[config.mk]
export PLATFORM = sky130hd
export DESIGN_NAME = scsi_phase_ctl
export DESIGN_NICKNAME = d
export VERILOG_FILES = /design/src/rtl/scsi_phase_pkg.sv /design/src/rtl/scsi_phase_sync.sv /design/src/rtl/scsi_phase_regs.sv /design/src/rtl/scsi_phase_mmfsm.sv /design/src/rtl/scsi_phase_lbs.sv /design/src/rtl/scsi_phase_ctl.sv
export SDC_FILE = /design/constraint.sdc
export NUM_CORES = 1
export LEC_CHECK = 0
export ABC_AREA = 1
export BUFFER_PORTS_ARGS = -buffer_cell sky130_fd_sc_hd__buf_2
export CORE_UTILIZATION = 45
export CTS_BUF_LIST = sky130_fd_sc_hd__clkbuf_8 sky130_fd_sc_hd__clkbuf_16
export CTS_CLUSTER_SIZE = 10
export DETAILED_ROUTE_END_ITERATION = 16
export PLACE_DENSITY = 0.77
export SLEW_MARGIN = 40
export SYNTH_ARGS = -nofsm -noshare
export SYNTH_HDL_FRONTEND = slang
export SYNTH_SLANG_ARGS = --single-unit
[constraint.sdc]
create_clock -name clk -period 1.9 [get_ports clk]
set_input_delay 0.19 -clock clk [delete_from_list [all_inputs] [get_ports clk]]
set_output_delay 0.19 -clock clk [all_outputs]
set_load 0.01 [all_outputs]
[src/rtl/scsi_phase_pkg.sv]
package scsi_phase_pkg;

    typedef struct packed {
        logic msg;
        logic cd;
        logic io;
    } phase_bits_t;

    typedef enum logic {
        MM_IDLE,
        MM_PENDING
    } mm_state_t;

    typedef enum logic [1:0] {
        LB_ARMED,
        LB_LASTPEND,
        LB_SENT
    } lb_state_t;

    localparam int CTL_W   = 4;
    localparam int BUS_W   = 4;
    localparam int REQ_BIT = 3;

endpackage

[src/rtl/scsi_phase_sync.sv]
module scsi_phase_sync #(
    parameter int STAGES = 2,
    parameter int WIDTH  = 4
) (
    input  logic             clk,
    input  logic             rst_n,
    input  logic [WIDTH-1:0] async_in,
    output logic [WIDTH-1:0] sync_out,
    output logic             req_rise
);
    localparam int LAST = STAGES - 1;

    logic [WIDTH-1:0] stage_q [STAGES];
    logic             req_prev_q;

    genvar g;
    generate
        for (g = 0; g < STAGES; g++) begin : g_stage
            always_ff @(posedge clk or negedge rst_n) begin
                if (!rst_n) begin
                    stage_q[g] <= '0;
                end else if (g == 0) begin
                    stage_q[g] <= async_in;
                end else begin
                    stage_q[g] <= stage_q[(g == 0) ? 0 : g-1];
                end
            end
        end
    endgenerate

    always_ff @(posedge clk or negedge rst_n) begin
        if (!rst_n) req_prev_q <= 1'b0;
        else        req_prev_q <= stage_q[LAST][WIDTH-1];
    end

    assign sync_out = stage_q[LAST];
    assign req_rise = stage_q[LAST][WIDTH-1] & ~req_prev_q;

endmodule

[src/rtl/scsi_phase_regs.sv]
module scsi_phase_regs
    import scsi_phase_pkg::*;
(
    input  logic             clk,
    input  logic             rst_n,
    input  logic             cpu_wr,
    input  logic [7:0]       cpu_wdata,
    input  logic             tgt_mode,
    input  logic             lbs_flag,
    output logic [7:0]       cpu_rdata,
    output logic [CTL_W-1:0] ctl_bits,
    output logic [CTL_W-1:0] drive_bits
);
    logic [CTL_W-1:0] ctl_q;

    always_ff @(posedge clk or negedge rst_n) begin
        if (!rst_n)      ctl_q <= '0;
        else if (cpu_wr) ctl_q <= cpu_wdata[CTL_W-1:0];
    end

    always_comb begin
        cpu_rdata             = '0;
        cpu_rdata[7]          = lbs_flag;
        cpu_rdata[CTL_W-1:0]  = ctl_q;
        drive_bits            = tgt_mode ? ctl_q : '0;
    end

    assign ctl_bits = ctl_q;


    wr_readback_chk: assert property (@(posedge clk) disable iff (!rst_n)
        cpu_wr |=> cpu_rdata[CTL_W-1:0] == $past(cpu_wdata[CTL_W-1:0]));

endmodule

[src/rtl/scsi_phase_mmfsm.sv]
module scsi_phase_mmfsm
    import scsi_phase_pkg::*;
(
    input  logic        clk,
    input  logic        rst_n,
    input  logic        eval_en,
    input  logic        req_rise,
    input  phase_bits_t bus_phase,
    input  phase_bits_t exp_phase,
    input  logic        irq_clr,
    output logic        irq
);
    mm_state_t state_q, state_d;
    logic      mm_event;

    assign mm_event = eval_en & req_rise & (bus_phase != exp_phase);

    always_comb begin
        state_d = state_q;
        unique case (state_q)
            MM_IDLE:    if (mm_event) state_d = MM_PENDING;
            MM_PENDING: if (!mm_event && irq_clr) state_d = MM_IDLE;
            default:    state_d = MM_IDLE;
        endcase
    end

    always_ff @(posedge clk or negedge rst_n) begin
        if (!rst_n) state_q <= MM_IDLE;
        else        state_q <= state_d;
    end

    always_comb begin
        irq = (state_q == MM_PENDING);
    end


    irq_sticky_chk: assert property (@(posedge clk) disable iff (!rst_n)
        irq && !irq_clr |=> irq);


    irq_on_rise_chk: assert property (@(posedge clk) disable iff (!rst_n)
        $rose(irq) |-> $past(req_rise) && $past(eval_en));

endmodule

[src/rtl/scsi_phase_lbs.sv]
module scsi_phase_lbs
    import scsi_phase_pkg::*;
(
    input  logic clk,
    input  logic rst_n,
    input  logic tgt_mode,
    input  logic dma_start,
    input  logic dma_last_taken,
    input  logic byte_sent,
    output logic lbs_flag
);
    lb_state_t state_q, state_d;

    always_comb begin
        state_d = state_q;
        if (!tgt_mode) begin
            if (dma_start) begin
                state_d = LB_ARMED;
            end else begin
                unique case (state_q)
                    LB_ARMED:    if (dma_last_taken) state_d = LB_LASTPEND;
                    LB_LASTPEND: if (byte_sent)      state_d = LB_SENT;
                    LB_SENT:     state_d = LB_SENT;
                    default:     state_d = LB_ARMED;
                endcase
            end
        end
    end

    always_ff @(posedge clk or negedge rst_n) begin
        if (!rst_n) state_q <= LB_ARMED;
        else        state_q <= state_d;
    end

    always_comb begin
        lbs_flag = (state_q == LB_SENT);
    end


    start_clears_chk: assert property (@(posedge clk) disable iff (!rst_n)
        dma_start && !tgt_mode |=> !lbs_flag);


    set_on_send_chk: assert property (@(posedge clk) disable iff (!rst_n)
        $rose(lbs_flag) |-> $past(byte_sent) && !$past(tgt_mode));

endmodule

[src/rtl/scsi_phase_ctl.sv]
module scsi_phase_ctl
    import scsi_phase_pkg::*;
#(
    parameter int SYNC_STAGES = 2
) (
    input  logic       clk,
    input  logic       rst_n,
    input  logic       cpu_wr,
    input  logic [7:0] cpu_wdata,
    output logic [7:0] cpu_rdata,
    input  logic       irq_clr,
    input  logic       tgt_mode,
    input  logic       dma_mode,
    input  logic       bus_req_in,
    input  logic       bus_msg_in,
    input  logic       bus_cd_in,
    input  logic       bus_io_in,
    input  logic       dma_start,
    input  logic       dma_last_taken,
    input  logic       byte_sent,
    output logic       drv_req,
    output logic       drv_msg,
    output logic       drv_cd,
    output logic       drv_io,
    output logic       mismatch_irq
);
    logic [CTL_W-1:0] ctl_bits;
    logic [CTL_W-1:0] drive_bits;
    logic [BUS_W-1:0] bus_sync;
    logic             req_rise;
    logic             lbs_flag;
    logic             eval_en;
    phase_bits_t      bus_phase;
    phase_bits_t      exp_phase;

    scsi_phase_sync #(.STAGES(SYNC_STAGES), .WIDTH(BUS_W)) sync_i (
        .clk      (clk),
        .rst_n    (rst_n),
        .async_in ({bus_req_in, bus_msg_in, bus_cd_in, bus_io_in}),
        .sync_out (bus_sync),
        .req_rise (req_rise)
    );

    scsi_phase_regs regs_i (
        .clk        (clk),
        .rst_n      (rst_n),
        .cpu_wr     (cpu_wr),
        .cpu_wdata  (cpu_wdata),
        .tgt_mode   (tgt_mode),
        .lbs_flag   (lbs_flag),
        .cpu_rdata  (cpu_rdata),
        .ctl_bits   (ctl_bits),
        .drive_bits (drive_bits)
    );

    assign eval_en   = ~tgt_mode & dma_mode;
    assign bus_phase = phase_bits_t'(bus_sync[REQ_BIT-1:0]);
    assign exp_phase = phase_bits_t'(ctl_bits[REQ_BIT-1:0]);

    scsi_phase_mmfsm mm_i (
        .clk       (clk),
        .rst_n     (rst_n),
        .eval_en   (eval_en),
        .req_rise  (req_rise),
        .bus_phase (bus_phase),
        .exp_phase (exp_phase),
        .irq_clr   (irq_clr),
        .irq       (mismatch_irq)
    );

    scsi_phase_lbs lbs_i (
        .clk            (clk),
        .rst_n          (rst_n),
        .tgt_mode       (tgt_mode),
        .dma_start      (dma_start),
        .dma_last_taken (dma_last_taken),
        .byte_sent      (byte_sent),
        .lbs_flag       (lbs_flag)
    );

    assign drv_req = drive_bits[3];
    assign drv_msg = drive_bits[2];
    assign drv_cd  = drive_bits[1];
    assign drv_io  = drive_bits[0];

endmodule

After elaboration in Yosys (flattened, before gate mapping) --
Index checks and enable logic that the tools add are counted.
Storage, ports and cells: input bits 21, bits in registers 16, logic and storage cells 30, output and inout bits 13
Cells by class: equality and inequality tests 5, muxes and demuxes 8, bitwise logic cells 7, reduce and logical (&&, ||, !) cells 4
Operators by type and width (count):
- 2-bit 2-to-1 mux | 3
- 3-bit inequality test, second input constant | 2
- 2-bit case mux with 3 select lines | 1
- 1-bit AND | 4
- 4-bit 2-to-1 mux | 1
- 3-bit inequality test | 1
- 1-bit inverter | 3
- 3-bit AND reduction | 1
- 2-bit by 1-bit equality test with 1-bit output, second input constant | 1
- 2-bit equality test, second input constant | 1
- 2-bit zero test | 1
- 1-bit 2-to-1 mux | 2
- 1-bit case mux with 2 select lines | 1
- 1-bit logical AND | 1
- 1-bit zero test | 1

Logic depth before layout (Yosys ltp) --
Gate-level depths: netlist of the first run.
depth after elaboration 8, depth in mapped cells 6, depth with buffers taken out 6

Modules after synthesis --
From an unflattened synthesis of the first run, not the netlist that was laid out.
Unflattened totals: cell total of the unflattened synthesis 97, area, all modules 802.0 um^2
By module, submodules not included:
- scsi_phase_sync | cells an instance 15, seq. area each 225.2 um^2, area an instance 265.3 um^2, times used 1
- scsi_phase_regs | cells an instance 34, seq. area each 100.1 um^2, area an instance 242.7 um^2, times used 1
- scsi_phase_lbs | cells an instance 23, seq. area each 50.0 um^2, area an instance 175.2 um^2, times used 1
- scsi_phase_mmfsm | cells an instance 23, seq. area each 25.0 um^2, area an instance 108.9 um^2, times used 1
- scsi_phase_ctl | cells an instance 2, seq. area each 0.0 um^2, area an instance 10.0 um^2, times used 1

Least setup slack after synthesis of the first run --
Ideal clock, no wire load.
path type flip-flop to flip-flop, start register lbs_i.state_q[0], end register lbs_i.state_q[1], data arrival time 865 ps, clock period less this slack 982 ps, buffers on the path 0, slack 918 ps, setup time 117 ps, cell stages (with the launch flop) 7, data required time 1783 ps, cells stage by stage dfrtp_1 -> inv_1 -> ha_1 -> inv_1 -> nor2_1 -> nand4_1 -> nand2_1
Between the ends: word-level cells in the longest chain between the ends 3, elaborated cells on any way between the ends 8, those cells by class eq/ne (4); mux (2); reduce/logical (2)
Ends and longest elaborated chain:
- start, declared | line scsi_phase_lbs.sv:12 | lb_state_t state_q, state_d;
- start signal, assigned | line scsi_phase_lbs.sv:32 | else state_q <= state_d;
- 2-bit by 1-bit equality test with 1-bit output, or another cell as far along | line scsi_phase_lbs.sv:20 | unique case (state_q)
- 3-bit inequality test (no line) or 2-bit case mux with 3 select lines (tied branches)
- 3-bit AND reduction (no line) or 2-bit 2-to-1 mux (tied branches)
Several ways; a longest one is shown, not always the timed one. A chain may end at the register's enable or synchronous reset.

Worst setup path in the final report of the first run --
start register lbs_i.state_q[0], end output port cpu_rdata[7]
Between the ends: word-level cells in the longest chain between the ends 1
Ends and longest elaborated chain:
- 2-bit equality test | line scsi_phase_lbs.sv:36 | lbs_flag = (state_q == LB_SENT);
- end, declared | line scsi_phase_ctl.sv:10 | output logic [7:0] cpu_rdata,
No other way between the ends.

==> results of run 1 <==
## stage by stage
step	hold slack [ns]	utilization	power (mW)	setup slack, ns
after floorplan	-0.106	-	0.499	0.918
after global placement	0.110	0.566	0.542	0.869
after CTS	0.0362	0.609	0.856	0.690
final	0.0467	0.609	0.840	0.701
after global routing	0.0345	0.609	0.892	0.659
after detailed placement	0.115	0.566	0.554	0.834
## where the power goes
group          switching, mW  total [mW]  internal (mW)
Sequential            0.0214       0.392          0.371
Clock                  0.109       0.293          0.184
Combinational         0.0890       0.155         0.0658
## worst register-to-register path: cells and delay by family, from the launching register on
| kind | cells | cell delay [ns] |
|---|---|---|
| adder cells (fa/ha/maj) | 1 | 0.27 |
| buffers and inverters | 2 | 0.11 |
| flip-flops | 1 | 0.38 |
| AND/OR/NAND/NOR | 3 | 0.26 |
## metal layers
layer / wire length [um] / up-vias
li1: - / 283
met1: 504 / 263
met2: 666 / 12
met3: 30 / 2
met4: 14 / 0
met5: 0 / -
## layout make-up
| cell class | instances | area [um^2] |
|---|---|---|
| Fill cell | 131 | 582 |
| Clock buffer | 4 | 55.1 |
| Inverter | 16 | 60.1 |
| Sequential cell | 16 | 400 |
| Multi-Input combinational cell | 45 | 231 |
| Tap cell | 16 | 20.0 |
| Timing Repair Buffer | 27 | 140 |
## kinds of logic after synthesis
logic type / synth area share
AOI/OAI and AO/OA: 0.0210
adders and majority gates: 0.0525
buffers and inverters: 0.126
DFF: 0.560
muxes: 0.0210
other: 0.00525
and+or+nand+nor: 0.214
## state kept, by name (all words and copies together), names as in the netlist
name and count:
sync_i.sync_out 4, mm_i.irq 1, regs_i.ctl_bits 4, lbs_i.state_q 2, sync_i.req_prev_q 1, sync_i.stage_q 4
## Yosys cell counts
cell and instances:
nand3_1 1, inv_1 15, mux2_4 1, conb_1 1
buf_4 4, dfrtp_1 16, o21ai_0 3, inv_2 1
nand2_1 24, nand4_1 2, nor2_2 1, nand2_2 2
nor3_1 1, nor2_1 3, ha_1 3, nand3_2 1
## path summary, 6_finish.rpt
kind                                                  end
max in group asynchronous  regs_i.ctl_bits[1]$_DFFE_PN0P_
min in group asynchronous  regs_i.ctl_bits[3]$_DFFE_PN0P_
setup / recovery                             cpu_rdata[7]
setup reg to reg             lbs_i.state_q[1]$_DFFE_PN0P_
hold reg to reg              sync_i.sync_out[0]$_DFF_PN0_
hold / removal                sync_i.stage_q[4]$_DFF_PN0_
==> implementation parameters, run 1 <==
Parameter                              Value

Worst setup path
  Max FO, Critical Path ... 3
  Worst Path Buf+Inv ... 2
  Path type of the worst setup path ... register to output port
  Origin of the critical flop-to-flop path ... lbs_i.state_q[1]$_DFFE_PN0P_
  FF-to-FF setup slack ... 0.83 ns
  CP startpoint ... lbs_i.state_q[0]$_DFFE_PN0P_
  Required time of the worst setup path ... 1.71 ns
  Startpoint type of the worst setup path ... register
  Highest-delay cell along the critical path ... dfrtp_1
  Path length in cells of the critical path ... 3
  Critical Path Sink Type ... output port
  Max incr delay on CP ... 0.37 ns
  Cell type group with the largest total delay on the critical path ... flip-flops
  FF-to-FF path depth ... 6
  Worst path arrival time ... 1.01 ns
  Cell-by-cell listing of the critical path ... inv_1 > ha_1 > buf_2

Clock network
  Buffers inserted during post-CTS setup optimization ... 0
  Number of buffers on the longest clock path ... 2
  Post_cts resized ... 0
  Clock tree from TritonCTS ... yes
  Number of buffers inserted by hold repair at cts ... 1
  Number of levels in the clock H-tree ... 1
  Total clock sinks ... 16
  Root cell of the clock tree ... clkbuf_8
  Later-pin clock latency in the skew report ... 0.24 ns
  Number of CTS-inserted buffers ... 3
  Worst-path clk slew ... 0.06 ns

Yosys
  Share of Yosys cell area claimed by the top area cell type ... 0.560
  Synth Area per Inst ... 9.04 um^2
  Total of flip-flops plus latches after synthesis ... 16
  Area of the mapped netlist ... 714 um^2
  Gate count of the mapped netlist ... 79
  Cell types with the largest area share after synthesis ... dfrtp_1 56%, nand2_1 13%, inv_1 7.9%, ha_1 5.3%, buf_4 4.2%
  Proportion of synthesized chip area in sequential cells ... 0.560
  Count of different cell masters after synthesis ... 16
  Cell type with the largest total area after synthesis ... dfrtp_1
  Synth warnings ... 0

Finish
  Number of nets in the layout ... 133
  Diodes inserted ... 0
  Layout cells sized above 1 ... 0.333
  Syn-to-layout area delta ... 27.0%
  Most common cell after layout, fill and taps aside ... buf_2
  Final Instance Area ... 907 um^2
  Non-filler instance count after layout ... 124
  Most frequent cells in the layout ... 26 x buf_2, 24 x nand2_1, 16 x dfrtp_1

Placed design
  Placed standard-cell area ... 842 um^2
  Post-detail-place hpwl ... 930 um
  PortBufs ... 26
  Weighted congestion reported at the end of routability-driven placement ... 0.756
  Dpl cells ... 119

Run status
  Run status ... complete, no violations

Detailed routing
  Final antenna-violating net count ... 0
  Via total after detailed routing ... 560
  Via-to-Cell Ratio ... 4.52
  1st-pass router iterations ... 4
  Total Routed Length ... 1220 um
  Initial DRC Count ... 2
  WL per Instance ... 9.80 um
  Post-route DRC ... 0

STA
  Peak Freq ... 834 MHz
  Count of final max-slew check failures ... 0
  Final hold violation count ... 0
  Post-layout minimum cycle time ... 1.20 ns
  Tcrit/Tclk final ... 0.631
  Largest clock skew in the final design ... 0.000508 ns
  Final TNS setup ... 0 ns
  Unrepaired setup endpoints after global routing ... false
  Number of setup violations in the final report ... 0

Global route
  Largest net degree at the start of global routing ... 17
  Antenna violations before repair ... 0
  GRT Resource Usage Total ... 0.168
  Number of global-route vias before repair ... 566
  GR met2 Demand/Resource ... 0.303
  Total grt overflow ... 0
  Global Route met3 Usage ... 0.0261
  Met1 Usage GRT ... 0.174
  Layer with the highest usage after global routing ... met2
  Wire length of the first global-routing pass ... 2160 um

Floorplan
  Initial Utilization ... 0.480
  Core area ... 0.00149 mm^2
  Chip Height ... 41.8 um
  Cell Rows ... 14
  Floorplan die area ... 0.00175 mm^2
  Io pins ... 34
  Chip Width ... 41.8 um

Pwr
  Total power divided by cell area ... 926 mW/mm^2
  Maximum VDD drop ... 0.000682 V
  Static Leakage ... 0.550 nW

Run
  # Max-Cap Violations ... 0

Worst hold path
  Hold path depth ... 1
  Hold path startpoint ... bus_io_in
  Worst min path class ... input pin to register
Power figures use the tool's default switching activity.
==> run 2, diff against run 1 <==
--- a/config.mk
+++ b/config.mk
@@ -5,13 +5,13 @@
 export SDC_FILE = /design/constraint.sdc
 export NUM_CORES = 1
 export LEC_CHECK = 0
-export ABC_AREA = 1
+export ABC_AREA = 0
 export BUFFER_PORTS_ARGS = -buffer_cell sky130_fd_sc_hd__buf_2
-export CORE_UTILIZATION = 45
+export CORE_UTILIZATION = 43
 export CTS_BUF_LIST = sky130_fd_sc_hd__clkbuf_8 sky130_fd_sc_hd__clkbuf_16
 export CTS_CLUSTER_SIZE = 10
 export DETAILED_ROUTE_END_ITERATION = 16
-export PLACE_DENSITY = 0.77
+export PLACE_DENSITY = 0.75
 export SLEW_MARGIN = 40
 export SYNTH_ARGS = -nofsm -noshare
 export SYNTH_HDL_FRONTEND = slang
==> constraint.sdc (replaced) <==
create_clock -name clk -period 1.2 [get_ports clk]
set_input_delay 0.12 -clock clk [delete_from_list [all_inputs] [get_ports clk]]
set_output_delay 0.12 -clock clk [all_outputs]
set_load 0.01 [all_outputs]
==> implementation parameters, run 2 <==
Parameter                              Value

Placed design
  Weighted congestion reported at the end of routability-driven placement ... 0.716 (was 0.756)
  Worst slack, placed ... -0.133 ns (was 0.834 ns)
  Placed standard-cell area ... 831 um^2 (was 842 um^2)
  PortBufs ... 26 (unchanged)
  Post-detail-place hpwl ... 942 um (was 930 um)

Floorplan
  Chip Height ... 41.9 um (was 41.8 um)
  Cell Rows ... 14 (unchanged)
  Initial Utilization ... 0.461 (was 0.480)
  Chip Width ... 41.9 um (was 41.8 um)
  Io pins ... 34 (unchanged)
  Floorplan die area ... 0.00176 mm^2 (was 0.00175 mm^2)
  Core area ... 0.00149 mm^2 (unchanged)

Pwr
  Power Total ... 1.65 mW (was 0.840 mW)
  Maximum VDD drop ... 0.00111 V (was 0.000682 V)
  Total power divided by cell area ... 1710 mW/mm^2 (was 926 mW/mm^2)
  Static Leakage ... 0.476 nW (was 0.550 nW)

STA
  Worst-case setup margin in the final layout ... -0.0822 ns (was 0.701 ns)
  Largest clock skew in the final design ... 0.000778 ns (was 0.000508 ns)
  Unrepaired setup endpoints after global routing ... true (was false)
  Final TNS setup ... -0.124 ns (was 0 ns)
  Count of final max-slew check failures ... 0 (unchanged)
  Post-layout minimum cycle time ... 1.28 ns
  Tcrit/Tclk final ... 1.07
  Final hold violation count ... 0 (unchanged)
  Number of setup violations in the final report ... 2 (was 0)
  Peak Freq ... 780 MHz

Finish
  Layout fillers ... 110 (was 131)
  Number of nets in the layout ... 113 (was 133)
  Layout cells sized above 1 ... 0.489 (was 0.333)
  Syn-to-layout area delta ... 40.9% (was 27.0%)
  Final Instance Area ... 966 um^2 (was 907 um^2)
  Most common cell after layout, fill and taps aside ... buf_2 (unchanged)
  Diodes inserted ... 0 (unchanged)
  Most frequent cells in the layout ... 25 x buf_2, 16 x dfrtp_1, 5 x dlygate4sd3_1 (was 26 x buf_2, 24 x nand2_1, 16 x dfrtp_1)

Worst setup path
  Worst path arrival time ... 1.43 ns (was 1.01 ns)
  Path type of the worst setup path ... register to register (was register to output port)
  Critical Path Sink Type ... register (was output port)
  Startpoint type of the worst setup path ... register (unchanged)
  Required time of the worst setup path ... 1.34 ns (was 1.71 ns)
  FF-to-FF setup slack ... -0.08 ns (was 0.83 ns)
  Max FO, Critical Path ... 3 (unchanged)

Global route
  Layer with the highest usage after global routing ... met2 (unchanged)
  GR met2 Demand/Resource ... 0.306 (was 0.303)
  Wire length of the first global-routing pass ... 2170 um (was 2160 um)
  GRT Resource Usage Total ... 0.168 (about the same)
  Global Route met3 Usage ... 0.0391 (was 0.0261)
  Largest net degree at the start of global routing ... 17 (unchanged)
  Antenna violations before repair ... 0 (unchanged)
  Number of global-route vias before repair ... 502 (was 566)
  Total grt overflow ... 0 (unchanged)
  Met1 Usage GRT ... 0.199 (was 0.174)

Yosys
  Area of the mapped netlist ... 686 um^2 (was 714 um^2)
  Cell types with the highest counts after synthesis ... 16 x dfrtp_1, 4 x and2_1, 4 x buf_4, 4 x inv_1, 4 x mux2_2 (was 24 x nand2_1, 16 x dfrtp_1, 15 x inv_1, 4 x buf_4)
  Synth Area per Inst ... 13.2 um^2 (was 9.04 um^2)
  Async S/R FF share, synth ... 1.00 (unchanged)
  Synth Flop Type ... dfrtp_1 (unchanged)
  Gate count of the mapped netlist ... 52 (was 79)
  Number of flops mapped to enable cells by yosys ... 0 (unchanged)
  Cell type with the largest total area after synthesis ... dfrtp_1 (unchanged)
  Share of Yosys cell area claimed by the top area cell type ... 0.584 (was 0.560)
  Proportion of synthesized chip area in sequential cells ... 0.584 (was 0.560)
  Top-count cell post-synth ... dfrtp_1 (was nand2_1)
  Total of flip-flops plus latches after synthesis ... 16 (unchanged)
  Cell types with the largest area share after synthesis ... dfrtp_1 58%, mux2_2 6.6%, ha_1 5.5%, buf_4 4.4%, xor2_1 3.8% (was dfrtp_1 56%, nand2_1 13%, inv_1 7.9%, ha_1 5.3%, buf_4 4.2%)
  Count of different cell masters after synthesis ... 19 (was 16)
  Synth warnings ... 0 (unchanged)

Clock network
  Clock tree from TritonCTS ... yes (unchanged)
  Worst-path clk slew ... 0.06 ns (about the same)
  Later-pin clock latency in the skew report ... 0.24 ns (about the same)
  Number of CTS-inserted buffers ... 3 (unchanged)
  Root cell of the clock tree ... clkbuf_8 (unchanged)
  Number of buffers on the longest clock path ... 2 (unchanged)
  Total clock sinks ... 16 (unchanged)
  Number of levels in the clock H-tree ... 1 (unchanged)

Detailed routing
  Via-to-Cell Ratio ... 4.65 (was 4.52)
  Final antenna-violating net count ... 0 (unchanged)
  1st-pass router iterations ... 2 (was 4)
  Post-route DRC ... 0 (unchanged)
  Via total after detailed routing ... 484 (was 560)
  Total Routed Length ... 1270 um (was 1220 um)
  Initial DRC Count ... 4 (was 2)
  WL per Instance ... 12.2 um (was 9.80 um)

Run
  # Max-Cap Violations ... 0 (unchanged)

Run status
  Violated checks ... setup timing
  Run status ... finished, violations left (was complete, no violations)

Worst hold path
  Worst min path class ... input pin to register (unchanged)
-- run 2: cells by family (layout without fill, tap and decap cells) --
family,Yosys count,after routing,synth area share
AO/OA/AOI/OAI,6,6,0.0730
XOR/XNOR,3,3,0.0383
adder cells (fa/ha/maj),3,3,0.0548
buffers and inverters,8,42,0.0657
flip-flops,16,16,0.584
multiplexers,4,4,0.0657
other,1,3,0.00547
AND/OR/NAND/NOR,11,11,0.113
-- run 2: metrics by stage --
stage	hold slack [ns]	util	instances
floorplan	-0.176	-	54
global placement	0.0385	0.558	94
detailed placement	0.0423	0.558	94
CTS	0.0745	0.631	103
global route	0.0746	0.649	104
finish	0.0768	0.649	104
-- run 2: where the power goes --
group / switching, mW / total (mW) / internal [mW]
Clock: 0.173 / 0.463 / 0.290
Sequential: 0.0512 / 0.656 / 0.605
Combinational: 0.231 / 0.530 / 0.299
-- run 2: what timing repair did --
| item | 4_1_cts | 5_1_grt |
|---|---|---|
| endpoints found under the hold margin | 20 | 0 |
| hold buffers | 5 | 0 |
| endpoints found under the setup margin | 3 | 3 |
| pin swaps | 3 | 1 |
| resized for setup | 1 | 5 |
| setup buffers | 0 | 1 |
-- run 2: per-layer routing --
metal / vias up / share of wire
met5: - / 0
met4: 0 / 0
met3: 0 / 0.042
met2: 19 / 0.55
met1: 228 / 0.41
li1: 237 / -
-- run 2: layout make-up --
| class | instances | area (um^2) | area share |
|---|---|---|---|
| Inverter | 4 | 15.0 | 0.0155 |
| Timing Repair Buffer | 34 | 213 | 0.220 |
| Sequential cell | 16 | 400 | 0.415 |
| Multi-Input combinational cell | 30 | 263 | 0.272 |
| Tap cell | 16 | 20.0 | 0.0207 |
| Clock buffer | 4 | 55.1 | 0.0570 |
-- run 2: worst max-delay path, stage by stage, from the launching register on --
cell,delay [ns]
dfrtp_1,0.42
ha_2,0.19
nor2b_4,0.13
o31a_1,0.24
o31ai_2,0.21
-- run 2: final timing paths --
kind / startpoint / endpoint / depth (start not counted)
setup / recovery: lbs_i.state_q[0]$_DFFE_PN0P_ / lbs_i.state_q[0]$_DFFE_PN0P_ / 4
hold / removal: irq_clr / mm_i.irq$_DFF_PN0_ / 2
setup reg to reg: lbs_i.state_q[0]$_DFFE_PN0P_ / lbs_i.state_q[0]$_DFFE_PN0P_ / 4
hold reg to reg: sync_i.stage_q[5]$_DFF_PN0_ / sync_i.sync_out[1]$_DFF_PN0_ / 0
max in group asynchronous: rst_n / sync_i.sync_out[1]$_DFF_PN0_ / 2
min in group asynchronous: rst_n / sync_i.stage_q[6]$_DFF_PN0_ / 2
